$ cat src/rtl/xbar_pkg.sv
package xbar_pkg;

   // Width of a port number for a switch of n ports.
   function automatic int unsigned port_sel_width(input int unsigned n);
      return (n <= 1) ? 1 : $clog2(n);
   endfunction

   // Choice of multiplexer implementation per output.
   typedef enum logic [0:0] {
      MUX_INDEXED = 1'b0,
      MUX_AND_OR  = 1'b1
   } mux_style_e;

endpackage

$ cat src/rtl/xbar_stage_bank.sv
module xbar_stage_bank #(
   parameter int unsigned N_PORTS = 32,
   parameter int unsigned SEL_W   = 5
) (
   input  logic                       clk,
   input  logic                       map_reset,
   input  logic                       map_identity,
   input  logic                       wr_en,
   input  logic [SEL_W-1:0]           src_sel,
   input  logic [SEL_W-1:0]           dst_sel,
   output logic [N_PORTS*SEL_W-1:0]   stage_flat
);

   for (genvar j = 0; j < N_PORTS; j++) begin : g_stage
      logic [SEL_W-1:0] stage_q;

      always_ff @(posedge clk) begin
         if (map_reset) begin
            stage_q <= map_identity ? SEL_W'(j) : '0;
         end else if (wr_en && (dst_sel == SEL_W'(j))) begin
            stage_q <= src_sel;
         end
      end

      assign stage_flat[j*SEL_W +: SEL_W] = stage_q;
   end

endmodule

$ cat src/rtl/xbar_active_bank.sv
module xbar_active_bank #(
   parameter int unsigned N_PORTS = 32,
   parameter int unsigned SEL_W   = 5
) (
   input  logic                       clk,
   input  logic                       map_reset,
   input  logic                       map_identity,
   input  logic                       commit,
   input  logic                       wr_en,
   input  logic [SEL_W-1:0]           src_sel,
   input  logic [SEL_W-1:0]           dst_sel,
   input  logic [N_PORTS*SEL_W-1:0]   stage_flat,
   output logic [N_PORTS*SEL_W-1:0]   act_flat
);

   for (genvar j = 0; j < N_PORTS; j++) begin : g_active
      logic [SEL_W-1:0] act_q;
      logic [SEL_W-1:0] next_sel;
      logic             wr_hit;

      // A write in the commit cycle bypasses the staging register.
      assign wr_hit   = wr_en && (dst_sel == SEL_W'(j));
      assign next_sel = wr_hit ? src_sel : stage_flat[j*SEL_W +: SEL_W];

      always_ff @(posedge clk) begin
         if (map_reset) begin
            act_q <= map_identity ? SEL_W'(j) : '0;
         end else if (commit) begin
            act_q <= next_sel;
         end
      end

      assign act_flat[j*SEL_W +: SEL_W] = act_q;
   end

endmodule

$ cat src/rtl/xbar_out_mux.sv
module xbar_out_mux #(
   parameter int unsigned        N_PORTS = 32,
   parameter int unsigned        SEL_W   = 5,
   parameter xbar_pkg::mux_style_e STYLE = xbar_pkg::MUX_INDEXED
) (
   input  logic [N_PORTS-1:0] data_in,
   input  logic [SEL_W-1:0]   sel,
   output logic               data_out
);

   if (STYLE == xbar_pkg::MUX_AND_OR) begin : g_andor
      logic [N_PORTS-1:0] hot;
      for (genvar i = 0; i < N_PORTS; i++) begin : g_dec
         assign hot[i] = (sel == SEL_W'(i));
      end
      assign data_out = |(hot & data_in);
   end else begin : g_indexed
      always_comb begin
         if (int'(sel) < int'(N_PORTS)) begin
            data_out = data_in[sel];
         end else begin
            data_out = 1'b0;
         end
      end
   end

endmodule

$ cat src/rtl/xbar_matrix.sv
module xbar_matrix #(
   parameter int unsigned          N_PORTS = 32,
   parameter xbar_pkg::mux_style_e MUX_STYLE = xbar_pkg::MUX_INDEXED,
   parameter int unsigned          SEL_W = xbar_pkg::port_sel_width(N_PORTS)
) (
   input  logic               clk,
   input  logic               wr_en,
   input  logic               commit,
   input  logic               map_reset,
   input  logic [SEL_W-1:0]   src_sel,
   input  logic [SEL_W-1:0]   dst_sel,
   input  logic [N_PORTS-1:0] data_in,
   output logic [N_PORTS-1:0] data_out
);

   localparam int unsigned FLAT_W = N_PORTS * SEL_W;

   if (N_PORTS < 2) begin : g_bad_ports
      $error("xbar_matrix: N_PORTS must be at least 2");
   end
   if ((2 ** SEL_W) < N_PORTS) begin : g_bad_sel
      $error("xbar_matrix: SEL_W too narrow for N_PORTS");
   end

   logic [FLAT_W-1:0] stage_flat;
   logic [FLAT_W-1:0] act_flat;

   // During map_reset the commit level picks straight-through.
   logic map_identity;
   assign map_identity = commit;

   xbar_stage_bank #(
      .N_PORTS (N_PORTS),
      .SEL_W   (SEL_W)
   ) u_stage (
      .clk          (clk),
      .map_reset    (map_reset),
      .map_identity (map_identity),
      .wr_en        (wr_en),
      .src_sel      (src_sel),
      .dst_sel      (dst_sel),
      .stage_flat   (stage_flat)
   );

   xbar_active_bank #(
      .N_PORTS (N_PORTS),
      .SEL_W   (SEL_W)
   ) u_active (
      .clk          (clk),
      .map_reset    (map_reset),
      .map_identity (map_identity),
      .commit       (commit),
      .wr_en        (wr_en),
      .src_sel      (src_sel),
      .dst_sel      (dst_sel),
      .stage_flat   (stage_flat),
      .act_flat     (act_flat)
   );

   for (genvar j = 0; j < N_PORTS; j++) begin : g_out
      xbar_out_mux #(
         .N_PORTS (N_PORTS),
         .SEL_W   (SEL_W),
         .STYLE   (MUX_STYLE)
      ) u_mux (
         .data_in  (data_in),
         .sel      (act_flat[j*SEL_W +: SEL_W]),
         .data_out (data_out[j])
      );
   end

endmodule

$ cat config.mk
export PLATFORM = sky130hd
export DESIGN_NAME = xbar_matrix
export DESIGN_NICKNAME = d
export VERILOG_FILES = /design/src/rtl/xbar_pkg.sv /design/src/rtl/xbar_stage_bank.sv /design/src/rtl/xbar_active_bank.sv /design/src/rtl/xbar_out_mux.sv /design/src/rtl/xbar_matrix.sv
export SDC_FILE = /design/constraint.sdc
export NUM_CORES = 1
export LEC_CHECK = 0
export BUFFER_PORTS_ARGS = -buffer_cell sky130_fd_sc_hd__buf_2
export CORE_MARGIN = 1
export CORE_UTILIZATION = 63
export CTS_CLUSTER_SIZE = 8
export DETAILED_ROUTE_END_ITERATION = 16
export PLACE_DENSITY = 0.84
export SLEW_MARGIN = 10
export SYNTH_ARGS = -nofsm -noshare
export SYNTH_HDL_FRONTEND = slang
export SYNTH_SLANG_ARGS = --single-unit
$ cat constraint.sdc
create_clock -name clk -period 4.05 [get_ports clk]
set_input_delay 0.405 -clock clk [delete_from_list [all_inputs] [get_ports clk]]
set_output_delay 0.405 -clock clk [all_outputs]
set_load 0.01 [all_outputs]
### Word-level counts from Yosys, hierarchy flattened

Cells that the tools add are included.

| cells by class | value |
|---|---|
| mux-type cells | 220 |
| reduce and logical (&&, ||, !) cells | 34 |
| equal/unequal tests | 31 |
| order comparisons | 32 |

Operators with widths:

| cell | count |
|---|---|
| 5-bit 2-to-1 mux | 141 |
| 5-bit by 6-bit less-than comparator with 1-bit output, second input constant | 32 |
| 1-bit binary-select mux with 5-bit select | 32 |
| 5-bit equality test, second input constant | 16 |
| 5-bit by 4-bit equality test with 1-bit output, second input constant | 8 |
| 1-bit 2-to-1 mux | 33 |
| 1-bit logical AND | 32 |
| 4-bit 2-to-1 mux | 8 |
| 5-bit by 3-bit equality test with 1-bit output, second input constant | 4 |
| 3-bit 2-to-1 mux | 4 |
| 5-bit by 2-bit equality test with 1-bit output, second input constant | 2 |
| 5-bit by 1-bit equality test with 1-bit output, second input constant | 1 |
| 5-bit logical NOT | 1 |
| 2-bit 2-to-1 mux | 2 |
| 2-bit nonzero test | 1 |

| storage, ports and cells | value |
|---|---|
| logic and storage cells | 381 |
| bits of input ports | 46 |
| flip-flop bits (word level) | 320 |
| output and inout bits | 32 |

### Logic depth before layout (Yosys ltp)

Gate-level depths: netlist (run 1).

| logic depth | value |
|---|---|
| depth in word-level cells | 5 |
| mapped depth | 8 |
| gate-level depth less buffers | 5 |

### Hierarchy

A second synthesis (run 1) with hierarchy kept.

| second synthesis, totals | value |
|---|---|
| cells, all modules | 2346 |
| area, all modules | 23720.2 µm² |

By module, submodules not included:

| module | area each (µm²) | instances | sequential area each (µm²) | cells an instance |
|---|---|---|---|---|
| xbar_out_mux | 325.3 | 32 | 0.0 | 41 |
| xbar_active_bank | 8023.9 | 1 | 4754.6 | 790 |
| xbar_stage_bank | 5286.3 | 1 | 4754.6 | 244 |

### Worst setup path after synthesis (run 1)

Ideal clock, no wire load.

| timing | value |
|---|---|
| kind | in2reg |
| start | input port map_reset |
| end | register u_active.g_active[10].act_q[0] (enable) |
| required time | 3.601 ns |
| setup time | 0.449 ns |
| slack | 0.777 ns |
| path buffers | 2 |
| stages on the path | 3 |
| arrival time | 2.823 ns |
| cell sequence | clkbuf_1 > clkbuf_1 > or2_2 |

| between the ends | value |
|---|---|
| cells in the longest elaborated chain, start to end | 1 |

Ends and longest elaborated chain:

| element | line | RTL |
|---|---|---|
| start: declaration | xbar_matrix.sv:9 | `input logic map_reset,` |
| 2-bit nonzero test (no source line) | -- |  |
| end signal: assignment | xbar_active_bank.sv:27 | `act_q <= map_identity ? SEL_W'(j) : '0;` |
| end signal: assignment | xbar_active_bank.sv:29 | `act_q <= next_sel;` |
| end: declaration | xbar_active_bank.sv:17 | `logic [SEL_W-1:0] act_q;` |

No other way between the ends.
A chain may end at the register's enable or synchronous reset.

### Final worst setup path (run 1)

| timing | value |
|---|---|
| start | register u_active.g_active[9].act_q[1] |
| end | output port data_out[9] |

| between the ends | value |
|---|---|
| cells in the longest elaborated chain, start to end | 2 |

Ends and longest elaborated chain:

| element | line | RTL |
|---|---|---|
| start: declaration | xbar_active_bank.sv:17 |  |
| start signal: assignment | xbar_active_bank.sv:27 |  |
| start signal: assignment | xbar_active_bank.sv:29 |  |
| 1-bit binary-select mux with 5-bit select | xbar_out_mux.sv:20 | `data_out = data_in[sel];` |
| 1-bit 2-to-1 mux (not written as such) | xbar_out_mux.sv:20 |  |
| end: declaration | xbar_matrix.sv:13 | `output logic [N_PORTS-1:0] data_out` |

No other way between the ends. The select of a mux whose other input is x is not followed.

==> metrics.yaml, run 1 <==
num_vias: 18000
grt_setup_unrepaired: "no"
grt_pass1_wl_um: 99900
worstPathMaxFanout: 16
routed.top_layer: "met5"
synth_nets: 2281
hpwl_um: 33500
fp.dieH_um: 185
ys_seq_area_frac: 0.376
place_congestion: 0.915
arrival_ns: 2.61
synth.distinct_cells: 30
crit_required_ns: 3.64
max_freq_ghz: 0.332
hold_class: "in2reg"
overflow: 0
max_slew.worst_pin.slew_ns: 1.21
slew_headroom: 0.196
max_cap_violations: 0
grt_max_degree: 86
post_cts_resized: 0
synth_top_cells_by_area: "mux2i_1, edfxtp_1, dfxtp_1"
finish.utilization: 0.682
initial_core_util: 0.646
num_io_pins: 78
antenna_left: 0
final_cell_area_um2: 22400
wl_per_cell_um: 25.3
drive_gt1_frac: 0.0703
fin_crit_sh: 0.745
vias_per_cell: 6.93
synth_most_common_cell: "mux2i_1"
cts_setup_buffers: 0
ys.flop_type: "dfxtp_1"
crit_type: "reg2out"
vdd_drop_max_mv: 0.304
yosysWarnings: 0
clock_skew_ns: 0.0219
antenna_found_initial: 4
tritoncts: "done"
setup_violations: 0
avgSynthCellArea_um2: 9.47
cts_max_level: 2
worstSetupStartpointType: "flop"
slew_violations: 0
min_period_ns: 3.02
route.met3.wl_um: 7900
finalHoldViolations: 0
placed_area_um2: 21000
path_clk_slew_ns: 0.06
run_status: "completed"
hp-start: "commit"
drt-met1-wl_um: 23700
grtUsageTotal: 0.384
yosysTopAreaCell: "mux2i_1"
rr_startpoint: "u_active.g_active[0].act_q[1]"
portBuffers: 77
synthTopCellsByCount: "mux2i_1, nand2_1, a21oi_1, dfxtp_1, edfxtp_1"
total_leakage_power_nw: 8.77
hold_depth: 2
dieArea_um2: 34400
syn2layout_area_growth_pct: 5.55
nets: 2160
min_to: "u_active.g_active[0].act_q[1]"
wl_um: 65700
fp.coreArea_um2: 32800
first_pass_iters: 8
syn-cell-area_um2: 21200
rows: 66
synthArstFlopShare: 0
synthCells: 2235
drc_errors: 0
ys_ff_latch: 320
tns_ns: 0
drt_iter0_markers: 2180
root_buffer: "clkbuf_16"
r2r_slack_ns: 2.73
cts_hold_buf: 0
critical_path.endpoint_type: "output pin"
r2r-end: "u_active.g_active[0].act_q[1]"
die_w_um: 185
synth_top_cell_area_share: 0.303
clock_path_buffers: 3
p_per_area_nw_per_um2: 404
synth_edf_count: 155
r2r_cells: 2
cts_made_buffers: 45
met2_wirelength_um: 29100
cts_sinks: 320
grt_pass1_vias: 17600
insertion_delay_ns: 0.55
## layout make-up
| class | instances | area, um^2 |
|---|---|---|
| Tap cell | 442 | 553 |
| Antenna cell | 2 | 5.00 |
| Sequential cell | 320 | 7960 |
| Inverter | 1 | 3.75 |
| Clock buffer | 81 | 1300 |
| Timing Repair Buffer | 84 | 463 |
| Multi-Input combinational cell | 1662 | 12100 |
| Fill cell | 2436 | 10400 |
| Clock inverter | 1 | 8.76 |
## power breakdown
group	switching (mW)	internal (mW)	total, mW	leakage (nW)
Clock	1.36	2.15	3.51	0.624
Sequential	0.271	3.62	3.89	2.98
Combinational	0.968	0.659	1.63	5.16
Total	2.60	6.43	9.03	8.77
## cell usage in the layout (no fill, tap or decap), drive strengths merged, types with 32 or more instances in the layout
cell type	netlist	layout
a211oi	37	37
buf	108	84
nand3	98	98
nand2	238	238
a311o	32	32
a22oi	128	128
nor2b	64	64
a21oi	208	208
mux2i	640	640
nand2b	38	38
nand4b	32	32
edfxtp	155	155
and2	34	34
dfxtp	165	165
clkbuf	144	81
nor2	100	100
## stage by stage
step / hold slack (ns) / cells / total power [mW] / worst slack (ns)
final: 0.247 / 2593 / 9.03 / 1.03
after global routing: 0.271 / 2592 / 9.28 / 0.947
after CTS: 0.242 / 2591 / 8.96 / 1.08
after detailed placement: 0.453 / 2509 / 5.50 / 1.35
after global placement: 0.443 / 2509 / 5.44 / 1.44
after floorplan: 0.436 / 2235 / 5.12 / 0.777
## cell families after synthesis
logic type | Yosys count | share of synthesized area
buffers and inverters | 253 | 0.0553
AO/OA/AOI/OAI | 405 | 0.123
flip-flops | 320 | 0.376
multiplexers | 640 | 0.303
AND/OR/NAND/NOR | 617 | 0.144
## sequential cells by signal, indices dropped and copies added, names as in the netlist
register	count
u_active.g_active.act_q	160
u_stage.g_stage.stage_q	160
## routing by layer
metal	track usage	up-vias
met1	0.457	8338
li1	-	7917
met3	0.107	450
met2	0.595	1259
met4	0.282	2
met5	0	-
## critical path, stage by stage (launching register included)
cell,delay [ns]
edfxtp_1,0.87
mux2i_1,0.27
a22oi_1,0.11
nand4b_1,0.11
a21oi_1,0.06
a311o_1,0.44
buf_2,0.19
## worst max-delay path by stage
stage	end	startpoint	cells past startpoint
after floorplan	u_active.g_active[10].act_q[0]	map_reset	3
after global placement	u_active.g_active[9].act_q[3]	dst_sel[1]	6
after detailed placement	u_active.g_active[5].act_q[0]	dst_sel[1]	6
after CTS	data_out[19]	u_active.g_active[19].act_q[1]	6
after global routing	data_out[13]	u_active.g_active[13].act_q[1]	6
final	data_out[9]	u_active.g_active[9].act_q[1]	6
Power figures use the tool's default switching activity.
==> run 2: changes to the inputs <==
Clock period 4.05 ns to 3.15 ns, I/O delays scaled along.
==> run 2 against run 1 <==
Wire length is 4.0% higher. Final area is 1.9% higher. Hold slack worse by 0.089 ns. Critical endpoint is now data_out[5]. Cell count is 2.1% higher. Non-clock buffer count is 55 higher. Via count is 2.8% higher. Flip-flop and latch count stayed put. Critical path depth stayed put. Largest power group unchanged. First-iteration DRC count is 3.7% lower. Clock skew is 0.011 ns lower. Core utilization is 1.3 points higher.
==> metrics.yaml, run 2 (synthesis gave the netlist of run 1 again) <==
r2r_slack_ns: 1.84
finalHoldViolations: 0
min_period_ns: 3.00
layout_commonest_cell: "mux2i_1"
portBuffers: 77
drive_gt1_frac: 0.0935
final_cell_mix: "mux2i_1, nand2_1, a21oi_1"
r2r_cells: 3
grt_pass1_vias: 17700
insertion_delay_ns: 0.54
max_slew.worst_pin.slew_ns: 1.17
total_leakage_power_nw: 9.04
tritoncts: "done"
crit_buf_inv: 1
clock_path_buffers: 3
fin_crit_sh: 0.953
arrival_ns: 2.69
run_status: "completed"
crit_type: "reg2out"
grtUsageTotal: 0.394
cpMaxStageDelayCell: "edfxtp_1"
slew_headroom: 0.222
p_per_area_nw_per_um2: 512
overflow: 0
worstSetupStartpointType: "flop"
place_congestion: 0.916
slowest_delay_ns: 0.88
cts_max_level: 2
antenna_left: 0
drt_iter0_markers: 2100
rows: 66
antenna_found_initial: 2
grt_setup_unrepaired: "no"
path_delay_family: "flip-flops"
crit_required_ns: 2.83
vias_per_cell: 6.98
initial_core_util: 0.646
hold_slack_ns: 0.159
min_to: "u_active.g_active[0].act_q[4]"
tns_ns: 0
drc_errors: 0
fp.coreArea_um2: 32800
max_cap_violations: 0
cts_setup_buffers: 0
reg.largest.list: "u_active.g_active.act_q x160, u_stage.g_stage.stage_q x160"
multi_input_area_um2: 12100
nets: 2215
vdd_drop_max_mv: 0.513
seqCellArea_um2: 7960
hpwl_um: 38700
hp-start: "commit"
cts_hold_buf: 0
post_cts_resized: 0
wl_per_cell_um: 25.8
slew_violations: 0
first_pass_iters: 6
dieArea_um2: 34400
grt_max_degree: 156
worstPathMaxFanout: 16
path_clk_slew_ns: 0.05
die_w_um: 185
clock_skew_ns: 0.0106
nFillCells: 2343
hold_depth: 2
wl_um: 68400
grt_pass1_wl_um: 102000
fp.dieH_um: 185
cts_made_buffers: 45
critical_path.endpoint_type: "output pin"
num_io_pins: 78
setup_violations: 0
cts_sinks: 320
syn2layout_area_growth_pct: 7.56
root_buffer: "clkbuf_16"
rr_startpoint: "u_active.g_active[0].act_q[1]"
r2r-end: "u_active.g_active[0].act_q[1]"
crit_chain: "mux2i_1 -> a22oi_1 -> nand3_1 -> nand2_1 -> a311o_1 -> buf_2"
hold_class: "in2reg"
max_freq_ghz: 0.333
num_vias: 18500
run 2: layer usage:
layer  share of wire  global-route usage  vias up
met2            0.44               0.615     1341
met5               0                   0        -
met1            0.36               0.481     8631
met4           0.077               0.277        0
li1                -                   -     8049
met3            0.12              0.0916      457
run 2: area by class of cell:
class / count / area share
inverter: 1 / 0.000165
sequential: 320 / 0.349
multi-input combinational: 1662 / 0.529
antenna: 3 / 0.000330
clock buffer: 80 / 0.0571
tap: 442 / 0.0243
clock inverter: 1 / 0.000385
timing repair buffer: 139 / 0.0390
run 2: worst reg2reg max path, cell delays in order, from the launching register on:
cell and delay [ns]:
dfxtp_1 0.68, buf_4 0.29, nor2_1 0.05, a211oi_1 0.20
run 2: metrics by stage:
step | instances | setup slack, ns | utilization | instance area (um^2) | power [mW]
final | 2648 | 0.148 | 0.695 | 22800 | 11.7
after global routing | 2646 | 0.0865 | 0.695 | 22800 | 12.0
after CTS | 2645 | 0.223 | 0.695 | 22800 | 11.6
after detailed placement | 2564 | 0.645 | 0.655 | 21500 | 7.14
after global placement | 2564 | 0.774 | 0.655 | 21500 | 7.05
after floorplan | 2235 | 0.736 | - | 21200 | 6.57
run 2: report_power, final:
part,leakage [nW],switching (mW),total (mW),internal (mW)
combinational,5.44,1.28,2.17,0.884
clock,0.623,1.73,4.49,2.76
sequential,2.98,0.348,5.00,4.66
total,9.04,3.36,11.7,8.30
run 2: how the worst max path moves through the flow:
stage | startpoint | endpoint | depth (start not counted)
after global placement | dst_sel[1] | u_active.g_active[9].act_q[3] | 6
after CTS | u_active.g_active[5].act_q[1] | data_out[5] | 6
after floorplan | map_reset | u_active.g_active[10].act_q[0] | 3
final | u_active.g_active[5].act_q[1] | data_out[5] | 6
after detailed placement | dst_sel[1] | u_active.g_active[9].act_q[0] | 6
after global routing | u_active.g_active[5].act_q[1] | data_out[5] | 6
